File: src/rtl/ow_srch_pkg.sv
package ow_srch_pkg;
  typedef enum logic [1:0] {
    OP_RESET = 2'd0,
    OP_BIT   = 2'd1,
    OP_BYTE  = 2'd2
  } op_kind_t;

  typedef enum logic [2:0] {
    S_IDLE,
    S_RST,
    S_CMD,
    S_RD,
    S_RDC,
    S_WR
  } srch_st_t;

  localparam logic [7:0] SEARCH_CMD   = 8'hF0;
  localparam logic [7:0] LAST_DEVICE  = 8'h00;
  localparam logic [7:0] ERR_PRESENCE = 8'hFF;
  localparam logic [7:0] ERR_DATA     = 8'hFE;
endpackage

File: src/rtl/ow_srch_pick.sv
module ow_srch_pick #(
  parameter int IDX_W = 7
) (
  input  logic             rd_bit,
  input  logic             rd_cmp,
  input  logic [IDX_W-1:0] idx,
  input  logic [7:0]       prev,
  input  logic             old_bit,
  output logic             dir,
  output logic             conflict,
  output logic             fault
);
  logic prev_above;
  logic prev_equal;

  always_comb begin
    prev_above = prev > 8'(idx);
    prev_equal = prev == 8'(idx);
    conflict   = !rd_bit && !rd_cmp;
    fault      = rd_bit && rd_cmp;
    if (conflict) dir = prev_above || (old_bit && !prev_equal);
    else          dir = rd_bit;
  end
endmodule

File: src/rtl/ow_srch_idreg.sv
module ow_srch_idreg #(
  parameter int ID_W  = 64,
  parameter int POS_W = $clog2(ID_W)
) (
  input  logic             clk,
  input  logic             rst,
  input  logic             load,
  input  logic [ID_W-1:0]  load_val,
  input  logic             wr,
  input  logic [POS_W-1:0] wr_pos,
  input  logic             wr_bit,
  output logic [ID_W-1:0]  q
);
  always_ff @(posedge clk) begin
    if (rst)       q <= '0;
    else if (load) q <= load_val;
    else if (wr)   q[wr_pos] <= wr_bit;
  end

  // a write slot's direction lands at its position and nowhere else
  p_bit_stored_r7: assert property (@(posedge clk) disable iff (rst)
    wr && !load |=> q[$past(wr_pos)] == $past(wr_bit));
  p_one_bit_changed_r7: assert property (@(posedge clk) disable iff (rst)
    wr && !load |=> $countones(q ^ $past(q)) <= 1);
endmodule

File: src/rtl/ow_srch_seq.sv
module ow_srch_seq
  import ow_srch_pkg::*;
#(
  parameter int ID_W  = 64,
  parameter int IDX_W = $clog2(ID_W + 1),
  parameter int POS_W = $clog2(ID_W)
) (
  input  logic             clk,
  input  logic             rst,
  input  logic             start,
  input  logic [7:0]       prev_disc,
  output logic             busy,
  output logic             done,
  output logic [7:0]       result,
  output logic             op_req,
  output logic [1:0]       op_kind,
  output logic [7:0]       op_data,
  input  logic             op_done,
  input  logic             op_rbit,
  input  logic             old_bit,
  output logic             id_wr,
  output logic [POS_W-1:0] id_pos,
  output logic             id_bit
);
  srch_st_t         st;
  logic [IDX_W-1:0] idx;
  logic [7:0]       disc;
  logic [7:0]       prev_q;
  logic             rd_q;
  logic             dir, conflict, fault;

  ow_srch_pick #(.IDX_W(IDX_W)) u_pick (
    .rd_bit  (rd_q),
    .rd_cmp  (op_rbit),
    .idx     (idx),
    .prev    (prev_q),
    .old_bit (old_bit),
    .dir     (dir),
    .conflict(conflict),
    .fault   (fault)
  );

  assign busy   = st != S_IDLE;
  assign id_pos = POS_W'(ID_W - int'(idx));
  assign id_bit = dir;
  assign id_wr  = (st == S_RDC) && op_done && !fault;

  always_ff @(posedge clk) begin
    if (rst) begin
      st      <= S_IDLE;
      op_req  <= 1'b0;
      op_kind <= OP_RESET;
      op_data <= '0;
      idx     <= IDX_W'(ID_W);
      disc    <= LAST_DEVICE;
      prev_q  <= '0;
      rd_q    <= 1'b0;
      done    <= 1'b0;
      result  <= '0;
    end else begin
      done <= 1'b0;
      case (st)
        S_IDLE: if (start) begin
          prev_q  <= prev_disc;
          disc    <= LAST_DEVICE;
          idx     <= IDX_W'(ID_W);
          op_req  <= 1'b1;
          op_kind <= OP_RESET;
          op_data <= '0;
          st      <= S_RST;
        end
        S_RST: if (op_done) begin
          if (!op_rbit) begin
            op_req <= 1'b0;
            done   <= 1'b1;
            result <= ERR_PRESENCE;
            st     <= S_IDLE;
          end else begin
            op_kind <= OP_BYTE;
            op_data <= SEARCH_CMD;
            st      <= S_CMD;
          end
        end
        S_CMD: if (op_done) begin
          op_kind <= OP_BIT;
          op_data <= 8'h01;
          st      <= S_RD;
        end
        S_RD: if (op_done) begin
          rd_q    <= op_rbit;
          op_kind <= OP_BIT;
          op_data <= 8'h01;
          st      <= S_RDC;
        end
        S_RDC: if (op_done) begin
          if (fault) begin
            op_req <= 1'b0;
            done   <= 1'b1;
            result <= ERR_DATA;
            st     <= S_IDLE;
          end else begin
            if (conflict && dir) disc <= 8'(idx);
            op_kind <= OP_BIT;
            op_data <= {7'd0, dir};
            st      <= S_WR;
          end
        end
        S_WR: if (op_done) begin
          if (idx == IDX_W'(1)) begin
            op_req <= 1'b0;
            done   <= 1'b1;
            result <= disc;
            st     <= S_IDLE;
          end else begin
            idx     <= idx - 1'b1;
            op_kind <= OP_BIT;
            op_data <= 8'h01;
            st      <= S_RD;
          end
        end
        default: st <= S_IDLE;
      endcase
    end
  end

  p_req_hold_r10: assert property (@(posedge clk) disable iff (rst)
    op_req && !op_done |=> op_req && $stable(op_kind) && $stable(op_data));
  p_done_pulse_r9: assert property (@(posedge clk) disable iff (rst)
    done |=> !done);
  p_result_code_r6: assert property (@(posedge clk) disable iff (rst)
    done |-> (result <= 8'(ID_W)) || result == ERR_DATA || result == ERR_PRESENCE);
  p_no_write_after_fault_r3: assert property (@(posedge clk) disable iff (rst)
    (st == S_RDC) && op_done && rd_q && op_rbit |=> !op_req && !busy);
  p_idx_range_r2: assert property (@(posedge clk) disable iff (rst)
    busy |-> idx >= IDX_W'(1) && idx <= IDX_W'(ID_W));
  p_disc_above_idx_r6: assert property (@(posedge clk) disable iff (rst)
    (st == S_RD || st == S_RDC) && disc != LAST_DEVICE |-> disc > 8'(idx));
  p_start_ignored_r9: assert property (@(posedge clk) disable iff (rst)
    busy && start |=> $stable(prev_q));
endmodule

File: src/rtl/ow_rom_search.sv
module ow_rom_search #(
  parameter int ID_W = 64
) (
  input  logic            clk,
  input  logic            rst,
  input  logic            start,
  input  logic [7:0]      prev_disc,
  input  logic            id_load,
  input  logic [ID_W-1:0] id_in,
  output logic            busy,
  output logic            done,
  output logic [7:0]      result,
  output logic [ID_W-1:0] id_out,
  output logic            op_req,
  output logic [1:0]      op_kind,
  output logic [7:0]      op_data,
  input  logic            op_done,
  input  logic            op_rbit
);
  localparam int IDX_W = $clog2(ID_W + 1);
  localparam int POS_W = $clog2(ID_W);

  logic             id_wr;
  logic [POS_W-1:0] id_pos;
  logic             id_bit;
  logic             load_en;

  assign load_en = id_load && !busy;

  ow_srch_seq #(.ID_W(ID_W), .IDX_W(IDX_W), .POS_W(POS_W)) u_seq (
    .clk      (clk),
    .rst      (rst),
    .start    (start),
    .prev_disc(prev_disc),
    .busy     (busy),
    .done     (done),
    .result   (result),
    .op_req   (op_req),
    .op_kind  (op_kind),
    .op_data  (op_data),
    .op_done  (op_done),
    .op_rbit  (op_rbit),
    .old_bit  (id_out[id_pos]),
    .id_wr    (id_wr),
    .id_pos   (id_pos),
    .id_bit   (id_bit)
  );

  ow_srch_idreg #(.ID_W(ID_W), .POS_W(POS_W)) u_idreg (
    .clk     (clk),
    .rst     (rst),
    .load    (load_en),
    .load_val(id_in),
    .wr      (id_wr),
    .wr_pos  (id_pos),
    .wr_bit  (id_bit),
    .q       (id_out)
  );
endmodule

File: config.mk
export PLATFORM = sky130hd
export DESIGN_NAME = ow_rom_search
export DESIGN_NICKNAME = d
export VERILOG_FILES = /design/src/rtl/ow_srch_pkg.sv /design/src/rtl/ow_srch_pick.sv /design/src/rtl/ow_srch_idreg.sv /design/src/rtl/ow_srch_seq.sv /design/src/rtl/ow_rom_search.sv
export SDC_FILE = /design/constraint.sdc
export NUM_CORES = 1
export LEC_CHECK = 0
export BUFFER_PORTS_ARGS = -buffer_cell sky130_fd_sc_hd__buf_2
export CELL_PAD_IN_SITES_DETAIL_PLACEMENT = 0
export CELL_PAD_IN_SITES_GLOBAL_PLACEMENT = 1
export CORE_MARGIN = 2
export CORE_UTILIZATION = 41
export CTS_CLUSTER_DIAMETER = 80
export CTS_CLUSTER_SIZE = 16
export DETAILED_ROUTE_END_ITERATION = 8
export PLACE_DENSITY_LB_ADDON = 0.1
export SYNTH_ARGS = -nofsm -noshare
export SYNTH_HDL_FRONTEND = slang
export SYNTH_SLANG_ARGS = --single-unit
File: constraint.sdc
create_clock -name clk -period 9.25 [get_ports clk]
set_clock_uncertainty 0.05 [all_clocks]
set_input_delay 0 -clock clk [delete_from_list [all_inputs] [get_ports clk]]
set_output_delay 0 -clock clk [all_outputs]
set_load 0.005 [all_outputs]
# After elaboration in Yosys (flattened, before gate mapping)
# Cells that the tools add are included.
# word_totals
reg_bits,111
out_inout_bits,85
wordCells,134
# classes
n_addsub,2
n_lt_le_gt_ge,3
n_eq_ne,21
n_mux,66
reduce_logical,31
# ops
op,count
8-bit 2-to-1 mux,17
64-bit 2-to-1 mux,2
64-bit bitwise mux,1
8-bit one-hot mux with 5 select lines,1
8-bit one-hot mux with 3 select lines,1
2-bit != test (second input constant),11
3-bit 2-to-1 mux,7
7-bit 2-to-1 mux,3
2-bit 2-to-1 mux,10
3-bit one-hot mux with 6 select lines,1
1-bit 2-to-1 mux,16
8-bit one-hot mux with 2 select lines,1
7-bit one-hot mux with 2 select lines,1
2-bit one-hot mux with 5 select lines,1
9-bit AND reduction,1
8-bit by 7-bit equality test with 1-bit output,1
8-bit by 7-bit > comparator with 1-bit output,1
1-bit logical AND,8
8-bit AND reduction,1
7-bit by 1-bit equality test with 1-bit output (second input constant),1
6-bit by 7-bit < comparator with 1-bit output (second input constant),1
7-bit AND reduction,1
7-bit by 1-bit subtractor with 7-bit output (second input constant),1
1-bit binary-select mux with 6-bit select,1
21 further kinds,33

# Logic depth before layout (Yosys ltp)
# depth
word_depth,11
mapped_depth,15

# By module
# From an unflattened synthesis, not the netlist that was laid out.
# unflattened
cells_unflattened,761
area_unflattened_um2,6618.8
# modules_own_cells
mod,instances,cells_each,area_each_um2,seq_area_each_um2
ow_srch_idreg,1,446,3737.3,1281.2
ow_srch_seq,1,247,2078.2,780.7
ow_rom_search,1,41,598.1,0.0
ow_srch_pick,1,27,205.2,0.0

# Worst setup path after synthesis
# OpenSTA, ideal clock, no wires.
# synth_path
path_kind,register -> register
startpoint,reg u_seq.idx[0]
endpoint,reg u_seq.op_data[0]
setup_time_ns,0.119
arrival_ns,3.215
slack_ns,5.867
path_stages_with_launch,14
n_path_buf,3
period_less_slack_ns,3.383
cell_sequence,dfxtp_1 buf_2 clkinv_1 ha_1 xnor2_2 buf_4 mux4_2 mux2_2 nand2_1 nand3_1 o31a_1 buf_4 or2_1 o221a_1
# synth_via
elab_chain_len,9
# synth_rtl
item,line,source
from (decl),ow_srch_seq.sv:26,logic [IDX_W-1:0] idx;
from (signal assigned),ow_srch_seq.sv:54,idx <= IDX_W'(ID_W);
from (signal assigned),ow_srch_seq.sv:66,idx <= IDX_W'(ID_W);
from (signal assigned),ow_srch_seq.sv:115,idx <= idx - 1'b1;
1-bit by 6-bit subtractor with 6-bit output,ow_srch_seq.sv:44,assign id_pos = POS_W'(ID_W - int'(idx));
1-bit binary-select mux with 6-bit select,ow_rom_search.sv:43,".old_bit (id_out[id_pos]),"
1-bit 2-to-1 mux (not written as such),ow_rom_search.sv:43,
1-bit logical AND,ow_srch_pick.sv:21,if (conflict) dir = prev_above || (old_bit && !prev_equal);
1-bit logical OR,ow_srch_pick.sv:21,
1-bit 2-to-1 mux,ow_srch_pick.sv:21,
8-bit 2-to-1 mux,ow_srch_seq.sv:96,if (fault) begin
8-bit 2-to-1 mux,ow_srch_seq.sv:95,S_RDC: if (op_done) begin
8-bit one-hot mux with 5 select lines,ow_srch_seq.sv:62,case (st)
to (signal assigned),ow_srch_seq.sv:104,"op_data <= {7'd0, dir};"
to (decl),ow_srch_seq.sv:17,"output logic [7:0] op_data,"
# Several ways; a longest one is shown, not always the timed one. The select of a mux whose other input is x is not followed.
# A chain may end at the register's enable or synchronous reset.

# Worst setup path in the final report
# layout_path
startpoint,reg u_seq.idx[0]
endpoint,reg u_seq.disc[0]
# layout_via
elab_chain_len,9
# layout_rtl
item,line,source
1-bit by 6-bit subtractor with 6-bit output,ow_srch_seq.sv:44,
1-bit binary-select mux with 6-bit select,ow_rom_search.sv:43,
1-bit 2-to-1 mux (not written as such),ow_rom_search.sv:43,
1-bit logical AND,ow_srch_pick.sv:21,
1-bit logical OR,ow_srch_pick.sv:21,
1-bit 2-to-1 mux,ow_srch_pick.sv:21,
1-bit logical AND,ow_srch_seq.sv:102,if (conflict && dir) disc <= 8'(idx);
2-bit != test (no line),n/a,
5-bit AND reduction (no line),n/a,
to (signal assigned),ow_srch_seq.sv:102,
to (decl),ow_srch_seq.sv:27,logic [7:0] disc;
# Several ways; a longest one is shown, not always the timed one. The select of a mux whose other input is x is not followed.

==> flow_summary.ini <==
[status]
run_status = finished, final reports clean

[die]
io_pins = 163
initial_utilization_pct = 42.25
core.rowCount = 43
die_w_um = 124.1
core-area_um2 = 13990
chipHeight_um = 124.1
dieArea_um2 = 15390

[cts]
cts.clk_slew.worst_paths_ns = 0.08
ctsHoldBuffers = 73
post_cts_resize_count = 0
numClockSinks = 104
clk_path_buf_depth = 2
cts_buffers = 9
post_cts_buffers = 0
cts_tree = built
ctsHtreeMaxLevel = 3
clkLatencyLatePin_ns = 0.36
cts-root-buf = clkbuf_16

[logic_synthesis]
synth_top_area_share_pct = 35.22
synth_seq_area_share_pct = 35.22
synth_cells = 795
synth_seq_cells = 104
async_flop_share_pct = 0
syn_area_um2 = 5911
synth_cell_types = 59
synth-edff-count = 0
netlist.top_cell.by_area = dfxtp_1
ys.flop_type = dfxtp_1
yosysWarnings = 0
syn_area_per_cell_um2 = 7.435
synth_area_leaders = dfxtp_1 (35%), nand2_1 (11%), o31ai_1 (8.1%)

[flow_run]
cap_violations = 0

[timing]
fmax_mhz = 229.0
finalWorstSetupSlack_ns = 4.883
max-slew-margin-rel_pct = 16.02
min_period_over_period_pct = 47.21
setup_viol = 0
rsz0062_at_grt = false
finalSetupTns_ns = 0
fin_crit_ns = 4.367
hold_violations = 0
tightestPinTransition_ns = 1.253
finalMaxSlewViolations = 0

[cells_and_area]
fillers = 1319
nets = 1068
drive_gt1_share_pct = 22.41
num_antenna_cells = 0
syn2layout_area_growth_pct = 31.50

[worst_hold_path]
hp-class = in2reg

[place]
portBuffers = 159
place_ws_ns = 4.950
place_congestion = 0.8777
dpl.hpwl_um = 13660

[critical_path]
critPathKind = reg2reg
crit_buf_inv = 4
crit_top_cell = buf_4
slowest_stage = buf_4
cp_max_fo = 43
critPathTopFamily = buffers and inverters
max_stage_delay_ns = 0.53
end_kind = flip-flop
required_ns = 9.46
worstPathArrival_ns = 4.58
startpoint_type = flip-flop
path_cells = clkinv_1, ha_1, buf_4, inv_1, nand2_1, mux4_2, a221o_1, o31ai_1, o31a_2, buf_4, nand2_2, a32o_1

[grt]
grt_antenna_before_repair = 0
grt_max_degree = 71
grt_util_all_layers_pct = 25.99
grt_pass1_wl_um = 31060
grt_overflow = 0
grt_pass1_vias = 5900

[route]
antenna_left = 0
wl_um = 20310
via_per_inst = 5.586
initialDrtViolationCount = 583
wl_per_cell_um = 17.42
num_vias = 6513
drt-pass1-iter-count = 5
drc = 0

[pwr]
peakVddDrop_uv = 99.33
leakagePower_uw = 0.003166
power_density_nw_per_um2 = 137.8
per-layer routing:
metal,vias up,track usage [%],routed length (um)
met5,-,0,0
met1,3099,33.87,8931
met3,16,4.853,1084
met2,201,44.13,10070
met4,0,6.742,222
li1,3197,-,-
worst register-to-register path, delay by kind of cell (launching register included):
| family | cells | cell delay (ns) |
|---|---|---|
| compound gates | 4 | 1.22 |
| fa+ha+maj | 1 | 0.48 |
| buf+inv | 4 | 1.35 |
| flops | 1 | 0.33 |
| mux | 1 | 0.45 |
| simple gates | 2 | 0.39 |
power breakdown:
group / leakage (uW) / switching [uW] / internal, uW
combinational: 0.00217 / 94.2 / 88.2
clock: 0.000139 / 194 / 189
sequential: 0.000852 / 28.6 / 476
state kept, by name, summed over array words and instances, names as in the netlist:
register	cells
u_seq.op_req	1
u_seq.op_kind	2
u_seq.result	8
u_idreg.q	64
u_seq.rd_q	1
u_seq.op_data	2
u_seq.prev_q	8
u_seq.idx	7
u_seq.disc	7
u_seq.done	1
u_seq.st	3
through the flow:
step                std cells  cell area [um2]  power [uW]  hold WS, ns  util [%]
finish                   1166             7772        1071      0.02880     55.56
global route             1166             7772        1117      0.04742     55.56
CTS                      1166             7772        1080      0.02315     55.56
detailed placement       1077             6754       673.3       0.1470     48.28
global placement         1077             6754       669.9       0.1463     48.28
floorplan                 797             5918       604.5      0.05848         -
path summary, 6_finish.rpt:
path | cells past startpoint | slack, ns | to | start
hold reg to reg | 2 | 0.41 | u_seq.prev_q[0]$_SDFFE_PP0P_ | u_seq.prev_q[0]$_SDFFE_PP0P_
setup reg to reg | 12 | 4.88 | u_seq.disc[0]$_SDFFE_PP0P_ | u_seq.idx[0]$_SDFFE_PP0P_
hold / removal | 3 | 0.03 | u_seq.done$_SDFF_PP0_ | op_done
setup / recovery | 12 | 4.88 | u_seq.disc[0]$_SDFFE_PP0P_ | u_seq.idx[0]$_SDFFE_PP0P_
cell type report:
cell class	count	area [um2]	area share [%]
tap	180	225.2	2.898
sequential	104	2083	26.80
inverter	11	41.29	0.5312
timing repair buffer	249	1654	21.28
multi-input combinational	606	3481	44.78
clock buffer	9	225.2	2.898
clock inverter	7	62.56	0.8049
cells in the final DEF (no fill, tap or decap), types with 4 or more instances in the layout:
cell | Yosys | layout
inv_6 | 0 | 4
o21ai_0 | 7 | 7
a31oi_1 | 6 | 6
ha_1 | 9 | 9
mux2i_1 | 17 | 17
nor2b_1 | 7 | 7
o31ai_1 | 64 | 64
nand4_1 | 5 | 5
mux4_2 | 7 | 7
nand3_1 | 16 | 16
dlygate4sd3_1 | 0 | 73
nor3_2 | 1 | 5
inv_1 | 10 | 10
nand2b_1 | 5 | 5
a21oi_1 | 91 | 91
clkbuf_16 | 0 | 9
nor3_1 | 82 | 78
nor2_1 | 43 | 42
nand2_1 | 180 | 179
buf_4 | 13 | 17
buf_2 | 9 | 159
mux2_2 | 4 | 4
dfxtp_1 | 104 | 103
a211oi_1 | 10 | 10
cell usage after synthesis, types with 3 or more instances:
| cell | n |
|---|---|
| a211oi_1 | 10 |
| a21oi_1 | 91 |
| a221oi_1 | 3 |
| a31oi_1 | 6 |
| and3_1 | 3 |
| buf_1 | 5 |
| buf_2 | 9 |
| buf_4 | 13 |
| clkbuf_1 | 49 |
| dfxtp_1 | 104 |
| ha_1 | 9 |
| inv_1 | 10 |
| mux2_2 | 4 |
| mux2i_1 | 17 |
| mux4_2 | 7 |
| nand2_1 | 180 |
| nand2b_1 | 5 |
| nand3_1 | 16 |
| nand4_1 | 5 |
| nor2_1 | 43 |
| nor2b_1 | 7 |
| nor3_1 | 82 |
| o21a_1 | 3 |
| o21ai_0 | 7 |
| o31a_1 | 3 |
| o31ai_1 | 64 |
| or2_2 | 3 |
| xnor2_1 | 3 |
kinds of logic (layout without fill, tap and decap cells):
family	count (synthesis)	after routing	share of synthesized area [%]
and+or+nand+nor	359	359	27.39
adders and majority gates	9	9	1.905
DFF	104	104	35.22
muxes	28	28	6.308
AOI/OAI and AO/OA	202	202	21.70
other	1	3	0.06344
buffers and inverters	87	276	6.541
xor gates and xnor gates	5	5	0.8681
No activity file was read; power rests on OpenSTA's default activity.
